<file path="config.mk">
export PLATFORM = sky130hd
export DESIGN_NAME = ctrl_reg_bank
export DESIGN_NICKNAME = d
export VERILOG_FILES = /design/src/rtl/cr_pkg.sv /design/src/rtl/cr_word_reg.sv /design/src/rtl/cr_status_unit.sv /design/src/rtl/cr_stack_bank.sv /design/src/rtl/ctrl_reg_bank.sv
export SDC_FILE = /design/constraint.sdc
export NUM_CORES = 1
export LEC_CHECK = 0
export CAP_MARGIN = 10
export CORE_MARGIN = 3
export CORE_UTILIZATION = 55
export DETAILED_ROUTE_END_ITERATION = 10
export PLACE_DENSITY = 0.77
export SLEW_MARGIN = 20
export SYNTH_ARGS = -nofsm -noshare
export SYNTH_HDL_FRONTEND = slang
export SYNTH_HIERARCHICAL = 1
export SYNTH_SLANG_ARGS = --single-unit
</file>
<file path="constraint.sdc">
create_clock -name clk -period 9.5 [get_ports clk]
set_input_delay 2.375 -clock clk [delete_from_list [all_inputs] [get_ports clk]]
set_output_delay 2.375 -clock clk [all_outputs]
set_load 0.02 [all_outputs]
</file>
<file path="src/rtl/cr_pkg.sv">
package cr_pkg;
  localparam int DATA_W = 32;

  localparam int CR_STATUS = 0;
  localparam int CR_COND   = 1;
  localparam int CR_ISP    = 2;
  localparam int CR_USP    = 3;
  localparam int CR_SAVPC  = 6;
  localparam int CR_SAVST2 = 8;
  localparam int CR_SAVPC2 = 9;

  localparam logic [7:0] SAVED_KEEP = 8'hC1;
  localparam logic [7:0] CUR_KEEP   = 8'hC0;
  localparam int         SM_BIT     = 7;

  localparam int PLAIN_CNT = 4;
  localparam int PLAIN_NUM [PLAIN_CNT] = '{4, 5, CR_SAVPC, CR_SAVPC2};
  localparam logic [DATA_W-1:0] PLAIN_MASK [PLAIN_CNT] =
    '{32'hFFFF_FFFF, 32'hFFFF_FFFF, 32'hFFFF_FFFE, 32'hFFFF_FFFE};
endpackage

</file>
<file path="src/rtl/cr_word_reg.sv">
module cr_word_reg
  import cr_pkg::*;
#(
  parameter logic [DATA_W-1:0] READ_MASK = '1
) (
  input  logic              clk,
  input  logic              rst_n,
  input  logic              we,
  input  logic [DATA_W-1:0] wd,
  output logic [DATA_W-1:0] rd
);
  logic [DATA_W-1:0] val_q;
  logic [DATA_W-1:0] val_d;

  always_comb begin
    val_d = val_q;
    if (we) val_d = wd;
  end

  always_ff @(posedge clk or negedge rst_n) begin
    if (!rst_n)  val_q <= '0;
    else if (we) val_q <= val_d;
  end

  assign rd = val_q & READ_MASK;
endmodule

</file>
<file path="src/rtl/cr_status_unit.sv">
module cr_status_unit
  import cr_pkg::*;
(
  input  logic              clk,
  input  logic              rst_n,
  input  logic              wr_status,
  input  logic              wr_cond,
  input  logic              wr_savst2,
  input  logic [DATA_W-1:0] wr_data,
  output logic [DATA_W-1:0] status_rd,
  output logic [DATA_W-1:0] cond_rd,
  output logic [DATA_W-1:0] savst2_rd,
  output logic              sm
);
  logic [7:0] cur_q, cur_d;
  logic [7:0] sav_q, sav_d;
  logic [7:0] sav2_q, sav2_d;
  logic       cond_q, cond_d;
  logic       byte_en, cond_en, sav2_en;

  always_comb begin
    byte_en = wr_status;
    cond_en = wr_status | wr_cond;
    sav2_en = wr_savst2;
    cur_d   = wr_data[7:0];
    sav_d   = wr_data[15:8];
    sav2_d  = wr_data[7:0];
    cond_d  = wr_data[0];
  end

  always_ff @(posedge clk or negedge rst_n) begin
    if (!rst_n) begin
      cur_q  <= '0;
      sav_q  <= '0;
      sav2_q <= '0;
      cond_q <= 1'b0;
    end else begin
      if (byte_en) begin
        cur_q <= cur_d;
        sav_q <= sav_d;
      end
      if (cond_en) cond_q <= cond_d;
      if (sav2_en) sav2_q <= sav2_d;
    end
  end

  assign status_rd = {16'h0, sav_q & SAVED_KEEP, (cur_q & CUR_KEEP) | {7'h0, cond_q}};
  assign cond_rd   = {31'h0, cond_q};
  assign savst2_rd = {24'h0, sav2_q & SAVED_KEEP};
  assign sm        = cur_q[SM_BIT];

  AST_COND_LOADS: assert property (@(posedge clk) disable iff (!rst_n)
    (wr_cond && !wr_status) |=> (cond_rd[0] == $past(wr_data[0])));
  AST_SAVED_BYTE_LOADS: assert property (@(posedge clk) disable iff (!rst_n)
    wr_status |=> (status_rd[15:8] == ($past(wr_data[15:8]) & SAVED_KEEP)));
endmodule

</file>
<file path="src/rtl/cr_stack_bank.sv">
module cr_stack_bank
  import cr_pkg::*;
(
  input  logic              clk,
  input  logic              rst_n,
  input  logic              sm,
  input  logic              swap,
  input  logic              wr_isp,
  input  logic              wr_usp,
  input  logic [DATA_W-1:0] wr_data,
  input  logic [DATA_W-1:0] sp_in,
  output logic [DATA_W-1:0] isp_rd,
  output logic [DATA_W-1:0] usp_rd,
  output logic              sp_we,
  output logic [DATA_W-1:0] sp_wd
);
  logic [DATA_W-1:0] isp_q, isp_d;
  logic [DATA_W-1:0] usp_q, usp_d;
  logic              isp_en, usp_en;

  always_comb begin
    isp_en = 1'b0;
    usp_en = 1'b0;
    isp_d  = isp_q;
    usp_d  = usp_q;
    sp_we  = 1'b0;
    sp_wd  = '0;
    if (swap) begin
      sp_we = 1'b1;
      if (sm) begin
        usp_en = 1'b1;
        usp_d  = sp_in;
        sp_wd  = isp_q;
      end else begin
        isp_en = 1'b1;
        isp_d  = sp_in;
        sp_wd  = usp_q;
      end
    end
    if (wr_isp) begin
      if (sm) begin
        isp_en = 1'b1;
        isp_d  = wr_data;
      end else begin
        sp_we = 1'b1;
        sp_wd = wr_data;
      end
    end
    if (wr_usp) begin
      if (sm) begin
        sp_we = 1'b1;
        sp_wd = wr_data;
      end else begin
        usp_en = 1'b1;
        usp_d  = wr_data;
      end
    end
  end

  always_ff @(posedge clk or negedge rst_n) begin
    if (!rst_n) begin
      isp_q <= '0;
      usp_q <= '0;
    end else begin
      if (isp_en) isp_q <= isp_d;
      if (usp_en) usp_q <= usp_d;
    end
  end

  assign isp_rd = sm ? isp_q : sp_in;
  assign usp_rd = sm ? sp_in : usp_q;

  AST_ENTER_SM_SAVES: assert property (@(posedge clk) disable iff (!rst_n)
    (swap && !sm) |=> (isp_rd == $past(sp_in)));
  AST_LEAVE_SM_SAVES: assert property (@(posedge clk) disable iff (!rst_n)
    (swap && sm) |=> (usp_rd == $past(sp_in)));
endmodule

</file>
<file path="src/rtl/ctrl_reg_bank.sv">
module ctrl_reg_bank
  import cr_pkg::*;
#(
  parameter int ADDR_W = 5
) (
  input  logic              clk,
  input  logic              rst_n,
  input  logic [ADDR_W-1:0] rd_num,
  output logic [31:0]       rd_data,
  input  logic              wr_en,
  input  logic [ADDR_W-1:0] wr_num,
  input  logic [31:0]       wr_data,
  input  logic [31:0]       sp_rd_data,
  output logic              sp_wr_en,
  output logic [31:0]       sp_wr_data,
  output logic              stack_mode
);
  logic              hit_status, hit_cond, hit_isp, hit_usp, hit_savst2;
  logic              swap;
  logic [DATA_W-1:0] status_rd, cond_rd, savst2_rd, isp_rd, usp_rd;
  logic [DATA_W-1:0] plain_rd [PLAIN_CNT];

  assign hit_status = wr_en && (wr_num == ADDR_W'(CR_STATUS));
  assign hit_cond   = wr_en && (wr_num == ADDR_W'(CR_COND));
  assign hit_isp    = wr_en && (wr_num == ADDR_W'(CR_ISP));
  assign hit_usp    = wr_en && (wr_num == ADDR_W'(CR_USP));
  assign hit_savst2 = wr_en && (wr_num == ADDR_W'(CR_SAVST2));
  assign swap       = hit_status && (wr_data[SM_BIT] != stack_mode);

  cr_status_unit u_status (
    .clk       (clk),
    .rst_n     (rst_n),
    .wr_status (hit_status),
    .wr_cond   (hit_cond),
    .wr_savst2 (hit_savst2),
    .wr_data   (wr_data),
    .status_rd (status_rd),
    .cond_rd   (cond_rd),
    .savst2_rd (savst2_rd),
    .sm        (stack_mode)
  );

  cr_stack_bank u_stack (
    .clk     (clk),
    .rst_n   (rst_n),
    .sm      (stack_mode),
    .swap    (swap),
    .wr_isp  (hit_isp),
    .wr_usp  (hit_usp),
    .wr_data (wr_data),
    .sp_in   (sp_rd_data),
    .isp_rd  (isp_rd),
    .usp_rd  (usp_rd),
    .sp_we   (sp_wr_en),
    .sp_wd   (sp_wr_data)
  );

  for (genvar g = 0; g < PLAIN_CNT; g++) begin : g_plain
    logic plain_we;
    assign plain_we = wr_en && (wr_num == ADDR_W'(PLAIN_NUM[g]));
    cr_word_reg #(.READ_MASK(PLAIN_MASK[g])) u_word (
      .clk   (clk),
      .rst_n (rst_n),
      .we    (plain_we),
      .wd    (wr_data),
      .rd    (plain_rd[g])
    );
  end

  always_comb begin
    rd_data = '0;
    if      (rd_num == ADDR_W'(CR_STATUS)) rd_data = status_rd;
    else if (rd_num == ADDR_W'(CR_COND))   rd_data = cond_rd;
    else if (rd_num == ADDR_W'(CR_ISP))    rd_data = isp_rd;
    else if (rd_num == ADDR_W'(CR_USP))    rd_data = usp_rd;
    else if (rd_num == ADDR_W'(CR_SAVST2)) rd_data = savst2_rd;
    else begin
      for (int i = 0; i < PLAIN_CNT; i++)
        if (rd_num == ADDR_W'(PLAIN_NUM[i])) rd_data = plain_rd[i];
    end
  end

  AST_SM_FOLLOWS_WRITE: assert property (@(posedge clk) disable iff (!rst_n)
    hit_status |=> (stack_mode == $past(wr_data[SM_BIT])));
  AST_SM_HOLDS: assert property (@(posedge clk) disable iff (!rst_n)
    !hit_status |=> $stable(stack_mode));
  AST_SAVPC_EVEN: assert property (@(posedge clk) disable iff (!rst_n)
    ((rd_num == ADDR_W'(CR_SAVPC)) || (rd_num == ADDR_W'(CR_SAVPC2))) |-> !rd_data[0]);
  AST_STATUS_HIDDEN: assert property (@(posedge clk) disable iff (!rst_n)
    (rd_num == ADDR_W'(CR_STATUS)) |-> ((rd_data & ~32'h0000_C1C1) == '0));
  AST_UNMAPPED_ZERO: assert property (@(posedge clk) disable iff (!rst_n)
    ((rd_num == ADDR_W'(7)) || (rd_num > ADDR_W'(CR_SAVPC2))) |-> (rd_data == '0));
  AST_SP_WRITE_CAUSE: assert property (@(posedge clk) disable iff (!rst_n)
    sp_wr_en |-> (wr_en && (hit_status || hit_isp || hit_usp)));
endmodule

</file>
==> results of run 1 <==
[cell type report]
class / instances / area, µm² / area share
multi-input cells: 934 / 8130 / 0.512
flip-flops and latches: 199 / 4980 / 0.313
repair buffers: 171 / 1680 / 0.106
clock buffers: 21 / 460 / 0.0290
well taps: 330 / 413 / 0.0260
clock inverters: 10 / 144 / 0.00905
inverters: 21 / 78.8 / 0.00496
[logic make-up (layout without fill, tap and decap cells)]
logic type	Yosys count	count (layout)	synth area share
compound gates	216	216	0.107
buf+inv	219	223	0.108
other cells	3	88	0.000789
simple gates	186	186	0.0888
flops	199	199	0.349
mux	443	443	0.346
xor+xnor	1	1	0.000614
[synth_stat cells, drive strengths merged, types with 10 or more instances]
| master | instances | share of area |
|---|---|---|
| a21oi | 54 | 0.019 |
| dfrtp | 199 | 0.35 |
| a211oi | 12 | 0.0063 |
| nand2b | 13 | 0.0057 |
| mux2 | 210 | 0.18 |
| buf | 181 | 0.098 |
| nand2 | 12 | 0.0032 |
| inv | 21 | 0.0055 |
| and4b | 31 | 0.022 |
| a22oi | 12 | 0.0063 |
| o22ai | 29 | 0.013 |
| nand3b | 15 | 0.0079 |
| clkbuf | 17 | 0.0045 |
| o21ai | 24 | 0.0084 |
| a221o | 31 | 0.022 |
| nor3 | 14 | 0.0053 |
| a222oi | 12 | 0.0084 |
| nor2 | 42 | 0.012 |
| mux2i | 233 | 0.16 |
| and3 | 10 | 0.0044 |
[power groups by stage]
stage | sequential (mW) | clock [mW] | combinational [mW]
final | 1.28 | 0.759 | 0.820
after global routing | 1.31 | 0.802 | 0.896
after CTS | 1.27 | 0.770 | 0.818
after detailed placement | 1.28 | 0 | 0.813
after global placement | 1.27 | 0 | 0.780
after floorplan | 1.21 | 0 | 0.659
[layer usage]
metal,global-route usage,routed length (µm),up-vias
li1,-,-,4726
met1,0.386,17100,5261
met2,0.417,17700,375
met3,0.0356,2000,61
met4,0.0890,859,0
met5,0,0,-
[stage by stage]
step	instance area [µm²]	power [mW]	setup WS, ns	hold WS [ns]	utilization
2_1_floorplan	14600	1.87	2.94	0.471	-
3_3_place_gp	15200	2.05	1.41	0.481	0.602
3_5_place_dp	15200	2.10	1.37	0.488	0.602
4_1_cts	15800	2.86	1.36	0.505	0.626
5_1_grt	15900	3.01	1.21	0.516	0.628
6_report	15900	2.86	1.32	0.503	0.628
[worst paths after layout]
path / startpoint / to / slack [ns]
max in group asynchronous: rst_n / g_plain[2].u_word/val_q[8] / 6.33
min: g_plain[2].u_word/val_q[10] / g_plain[2].u_word/val_q[10] / 0.50
max reg2reg: u_status/cur_q[7] / u_stack/isp_q[13] / 6.88
min in group asynchronous: rst_n / u_stack/usp_q[20] / 1.89
min reg2reg: g_plain[2].u_word/val_q[10] / g_plain[2].u_word/val_q[10] / 0.50
max: rd_num[4] / rd_data[22] / 1.32
[worst register-to-register path: cells and delay by family, from the launching register on]
| family | cells | cell delay, ns |
|---|---|---|
| flip-flops | 1 | 0.92 |
| buffers and inverters | 1 | 0.58 |
| multiplexers | 2 | 0.39 |
| AND/OR/NAND/NOR | 1 | 0.38 |
| XOR/XNOR | 1 | 0.20 |
[placed cells by master (no fill, tap or decap), drive strengths merged, types with 15 or more instances in the layout]
cell type / n
mux2i: 233
mux2: 210
dfrtp: 199
clkdlybuf4s50: 139
conb: 88
a21oi: 54
nor2: 42
and4b: 31
a221o: 31
buf: 31
o22ai: 29
o21ai: 24
inv: 23
clkbuf: 22
nand3b: 15
[state kept, by name (all words and copies together), names as in the netlist]
| register | count |
|---|---|
| g_plain.u_word/val_q | 62 |
| g_plain.u_word/rd | 64 |
| u_status/sav_q | 3 |
| u_status/sav2_q | 3 |
| u_stack/usp_q | 32 |
| u_status/cur_q | 2 |
| u_stack/isp_q | 32 |
| u_status/cond_q | 1 |
==> out/results.txt, run 1 <==
Headroom to the max-slew limit -> 0.326
First-pass GRT wire length -> 59,800 µm
Non-filler cells, final -> 1,686
Crit-path max cell delay -> 1.03 ns
Synth Instances -> 1,267
Avg Inst Size Synth -> 11.3 µm²
Worst Reg-to-Reg Cells -> 5
Startpoint Class -> input port
Post-synth top flop -> dfrtp_1
Die area -> 27,900 µm²
Cell count after placement -> 1,653
GRT Residual Overflow -> 0
Worst-path cell chain -> clkdlybuf4s50_1 -> or4b_1 -> nor2_2 -> a222oi_1 -> o221ai_1 -> clkdlybuf4s50_1
Part of the power in registers -> 0.448
ANT cells -> 0
Critical Path AT -> 5.81 ns
Tightest Pin Transition -> 1.00 ns
Vias/cell -> 6.18
Switching Fraction -> 0.313
Post-CTS setup buffers -> 0
CP Capture Type -> output pin
DP Wirelength -> 24,600 µm
Die width -> 167 µm
RSZ-0062 raised after global routing -> no
Hold-fix buffers, CTS -> 0
EDFF count, synth -> 0
Final setup fails -> 0
Post-synthesis async set-or-reset flop share -> 1.00
I/O Pins -> 143
Endpoints failing hold -> 0
Min-delay worst type -> reg -> reg
Die Y -> 167 µm
WHS Path Cells -> 1
Fin crit share -> 0.861
Sequential fraction of the synthesis area -> 0.349
Starting Density -> 0.563
Crit-path max FO -> 21
Crit path required time -> 7.13 ns
DR DRC count -> 0
Fill count -> 2,022
Comb pwr share -> 0.287
Final ANT Viol Nets -> 0
Worst IR drop on VDD -> 138 µV
Register bit total from synthesis -> 199
Post_cts resized -> 0
WP depth -> 6
P_int -> 1.96 mW
Clk_lat worst skew -> 0.44 ns
Via count -> 10,400
Switching power -> 0.894 mW
Top delay family on crit path -> buffers and inverters
DRT Pass-1 Iters -> 5
Max Cap Viol -> 0
Clk buf depth -> 2
Fin Clk Skew -> 0.00557 ns
Root Driver -> clkbuf_16
GRT Overall Usage -> 0.267
F_max -> 122 MHz
Detailed Route WL -> 37,600 µm
Area delta synth->final -> 11.4%
Row count -> 58
TritonCTS clock tree -> built
Clk pwr share -> 0.266
Final net count -> 1,421
Share of cells above drive strength 1 -> 0.221
PwrDens -> 180 nW/µm²
Ys Warns -> 6
Min Tclk post-route -> 8.18 ns
Routability-driven placement congestion ratio -> 0.908
1st-iter DRT viols -> 948
Clock Pin Slew Worst Setup and Hold Paths -> 0.07 ns
Crit path top cell by count -> clkdlybuf4s50_1
Vias in the first global route -> 10,600
Initial antenna violation count -> 0
Setup TNS -> 0 ns
Clock sink total -> 199
Status -> completed
Distinct cell type count of the synthesized netlist -> 63
Critical Path Slowest Stage Cell -> or4b_1
Worst Setup Path Type -> in -> out
Largest net degree at the start of global routing -> 80
Cell Area, Synth -> 14,300 µm²
Leak -> 6.55 nW
Wire length per cell -> 22.3 µm
Final Max Slew Viols -> 0
PortBufs -> 142
H-tree lvl count -> 4
Core Region -> 25,300 µm²
Worst path bufs/invs -> 2
CTS Buf Count -> 17
(Power assumes the default switching activity.)
==> run 2: changes to the inputs <==
--- a/config.mk
+++ b/config.mk
@@ -10,6 +10,7 @@
 export CORE_UTILIZATION = 55
 export DETAILED_ROUTE_END_ITERATION = 10
 export PLACE_DENSITY = 0.77
+export RECOVER_POWER = 100
 export SLEW_MARGIN = 20
 export SYNTH_ARGS = -nofsm -noshare
 export SYNTH_HDL_FRONTEND = slang
==> out/results.txt, run 2 (synthesis results as in run 1) <==
Area delta synth->final -> 9.03%
DP Wirelength -> 24,600 µm (unchanged)
Min-delay worst type -> reg -> reg
Die area -> 27,900 µm² (unchanged)
Fin crit share -> 0.921 (+0.0595)
Met1 GRT Util -> 0.386 (unchanged)
ANT cells -> 0 (unchanged)
Endpoints failing hold -> 0 (unchanged)
PortBufs -> 142 (unchanged)
Die Y -> 167 µm (unchanged)
Row count -> 58 (unchanged)
Post_cts resized -> 0 (unchanged)
Failing checks -> capacitance limit, slew limit
Register-to-register setup slack -> 5.55 ns (-1.33 ns)
TritonCTS clock tree -> built
Worst Hold Endpoint -> g_plain[0].u_word/rd[25]
CTS Buf Count -> 17 (unchanged)
Worst IR drop on VDD -> 136 µV (-0.89%)
Fin Clk Skew -> 0.00551 ns (-0.0000598 ns)
Fin worst setup slack -> 0.750 ns (-0.566 ns)
Headroom to the max-slew limit -> -1.53 (-1.85)
HP Start -> g_plain[0].u_word/rd[25]
Met2 usage -> 0.417 (unchanged)
Via count -> 10,400 (-0.20%)
Final Max Slew Viols -> 286 (+286)
Final net count -> 1,421 (unchanged)
Share of cells above drive strength 1 -> 0.164 (-0.0568)
Status -> complete, but fails checks
H-tree lvl count -> 4 (unchanged)
Clk buf depth -> 2 (unchanged)
Worst Reg-to-Reg Cells -> 5 (unchanged)
Max reg flops -> 64 (unchanged)
Routability-driven placement congestion ratio -> 0.908 (unchanged)
Critical Path AT -> 6.37 ns (+0.56 ns)
Post-DP Area -> 15,200 µm² (unchanged)
Clock Pin Slew Worst Setup and Hold Paths -> 0.06 ns (about the same)
Leak -> 6.58 nW (+0.50%)
Reg-to-reg critical path endpoint -> u_stack/usp_q[2]
Vias/cell -> 6.17 (-0.20%)
DRT Pass-1 Iters -> 6 (+1)
Min Tclk post-route -> 8.75 ns (+0.566 ns)
Root Driver -> clkbuf_16
I/O Pins -> 143 (unchanged)
Clock sink total -> 199 (unchanged)
Crit path required time -> 7.13 ns (about the same)
Clk_lat worst skew -> 0.44 ns (about the same)
F_max -> 114 MHz (-6.5%)
Starting Density -> 0.563 (unchanged)
Vias in the first global route -> 10,600 (unchanged)
Initial antenna violation count -> 0 (unchanged)
Worst Setup Path Type -> in -> out
DR DRC count -> 0 (unchanged)
Tightest Pin Transition -> 3.79 ns (+2.79 ns)
Final core utilization -> 0.614 (-0.0134)
Commonest non-fill, non-tap cell in the layout -> mux2i_1
Post-route cell area -> 15,600 µm² (-2.1%)
Crit-path max FO -> 15 (-29%)
WHS Path Cells -> 1 (unchanged)
Largest net degree at the start of global routing -> 80 (unchanged)
Detailed Route WL -> 37,600 µm (about the same)
RSZ-0062 raised after global routing -> no
CP Capture Type -> output pin
Max Cap Viol -> 7 (+7)
Hold-fix buffers, CTS -> 0 (unchanged)
Final ANT Viol Nets -> 0 (unchanged)
Core Region -> 25,300 µm² (unchanged)
Die width -> 167 µm (unchanged)
Setup TNS -> 0 ns (unchanged)
Final setup fails -> 0 (unchanged)
GRT met3 Usage -> 0.0356 (unchanged)
GRT Residual Overflow -> 0 (unchanged)
Post-CTS setup buffers -> 0 (unchanged)
DP Worst Slack -> 1.37 ns (unchanged)
First-pass GRT wire length -> 59,800 µm (unchanged)
1st-iter DRT viols -> 778 (-18%)
GRT Overall Usage -> 0.267 (unchanged)
Most frequent cells in the layout -> mux2i_1, dfrtp_1, mux2_2
Wire length per cell -> 22.3 µm (about the same)
Startpoint Class -> input port
Most Crowded Layer GR -> met2
PwrDens -> 181 nW/µm² (+0.52%)
R2R Path Start -> u_status/cur_q[7]
## run 2: cell types whose count changed in the layout (fill, tap and decap cells not counted), moves of 7 or more
cell	change
mux2_4	-60
clkdlybuf4s50_1	-60
mux2_1	+60
clkbuf_1	+10
buf_4	-7
dlygate4sd3_1	+60
## run 2: layout make-up
class,instances,area (µm²)
Tap cell,330,413
Clock inverter,10,144
Inverter,21,78.8
Timing Repair Buffer,171,1610
Sequential cell,199,4980
Fill cell,2121,9770
Multi-Input combinational cell,934,7870
Clock buffer,21,460
## run 2: how the worst max path moves through the flow
stage / to / slack, ns / from
5_1_grt: sp_wr_data[27] / 0.63 / wr_num[4]
2_1_floorplan: sp_wr_data[31] / 2.94 / wr_num[4]
3_3_place_gp: rd_data[22] / 1.41 / rd_num[4]
3_5_place_dp: rd_data[22] / 1.37 / rd_num[4]
6_report: sp_wr_data[8] / 0.75 / wr_num[4]
4_1_cts: rd_data[22] / 1.36 / rd_num[4]
## run 2: where the power goes
part | switching [mW] | leakage [nW] | internal (mW) | total, mW
registers | 0.197 | 2.56 | 1.08 | 1.27
clock network | 0.330 | 0.298 | 0.430 | 0.759
logic | 0.362 | 3.73 | 0.416 | 0.778
total | 0.889 | 6.58 | 1.92 | 2.81
## run 2: through the flow
stage / cells / power, mW / hold slack, ns
after floorplan: 1352 / 1.87 / 0.471
after global placement: 1653 / 2.05 / 0.481
after detailed placement: 1653 / 2.10 / 0.488
after CTS: 1684 / 2.86 / 0.505
after global routing: 1686 / 2.96 / 0.511
final: 1686 / 2.81 / 0.493
## run 2: per-layer routing
layer  wire length [µm]  part of all wire  vias up
li1                   -                 -     4732
met4                871             0.023        0
met2              17700              0.47      368
met1              17100              0.46     5235
met3               1940             0.052       67
met5                  0                 0        -
## run 2: worst max-delay path, cell delays in order
cell	delay (ns)
dlygate4sd3_1	0.52
nand2b_1	0.16
or3_1	0.46
nor4_1	0.68
nor3b_1	0.33
clkbuf_1	0.82
a221o_1	0.31
dlygate4sd3_1	0.70
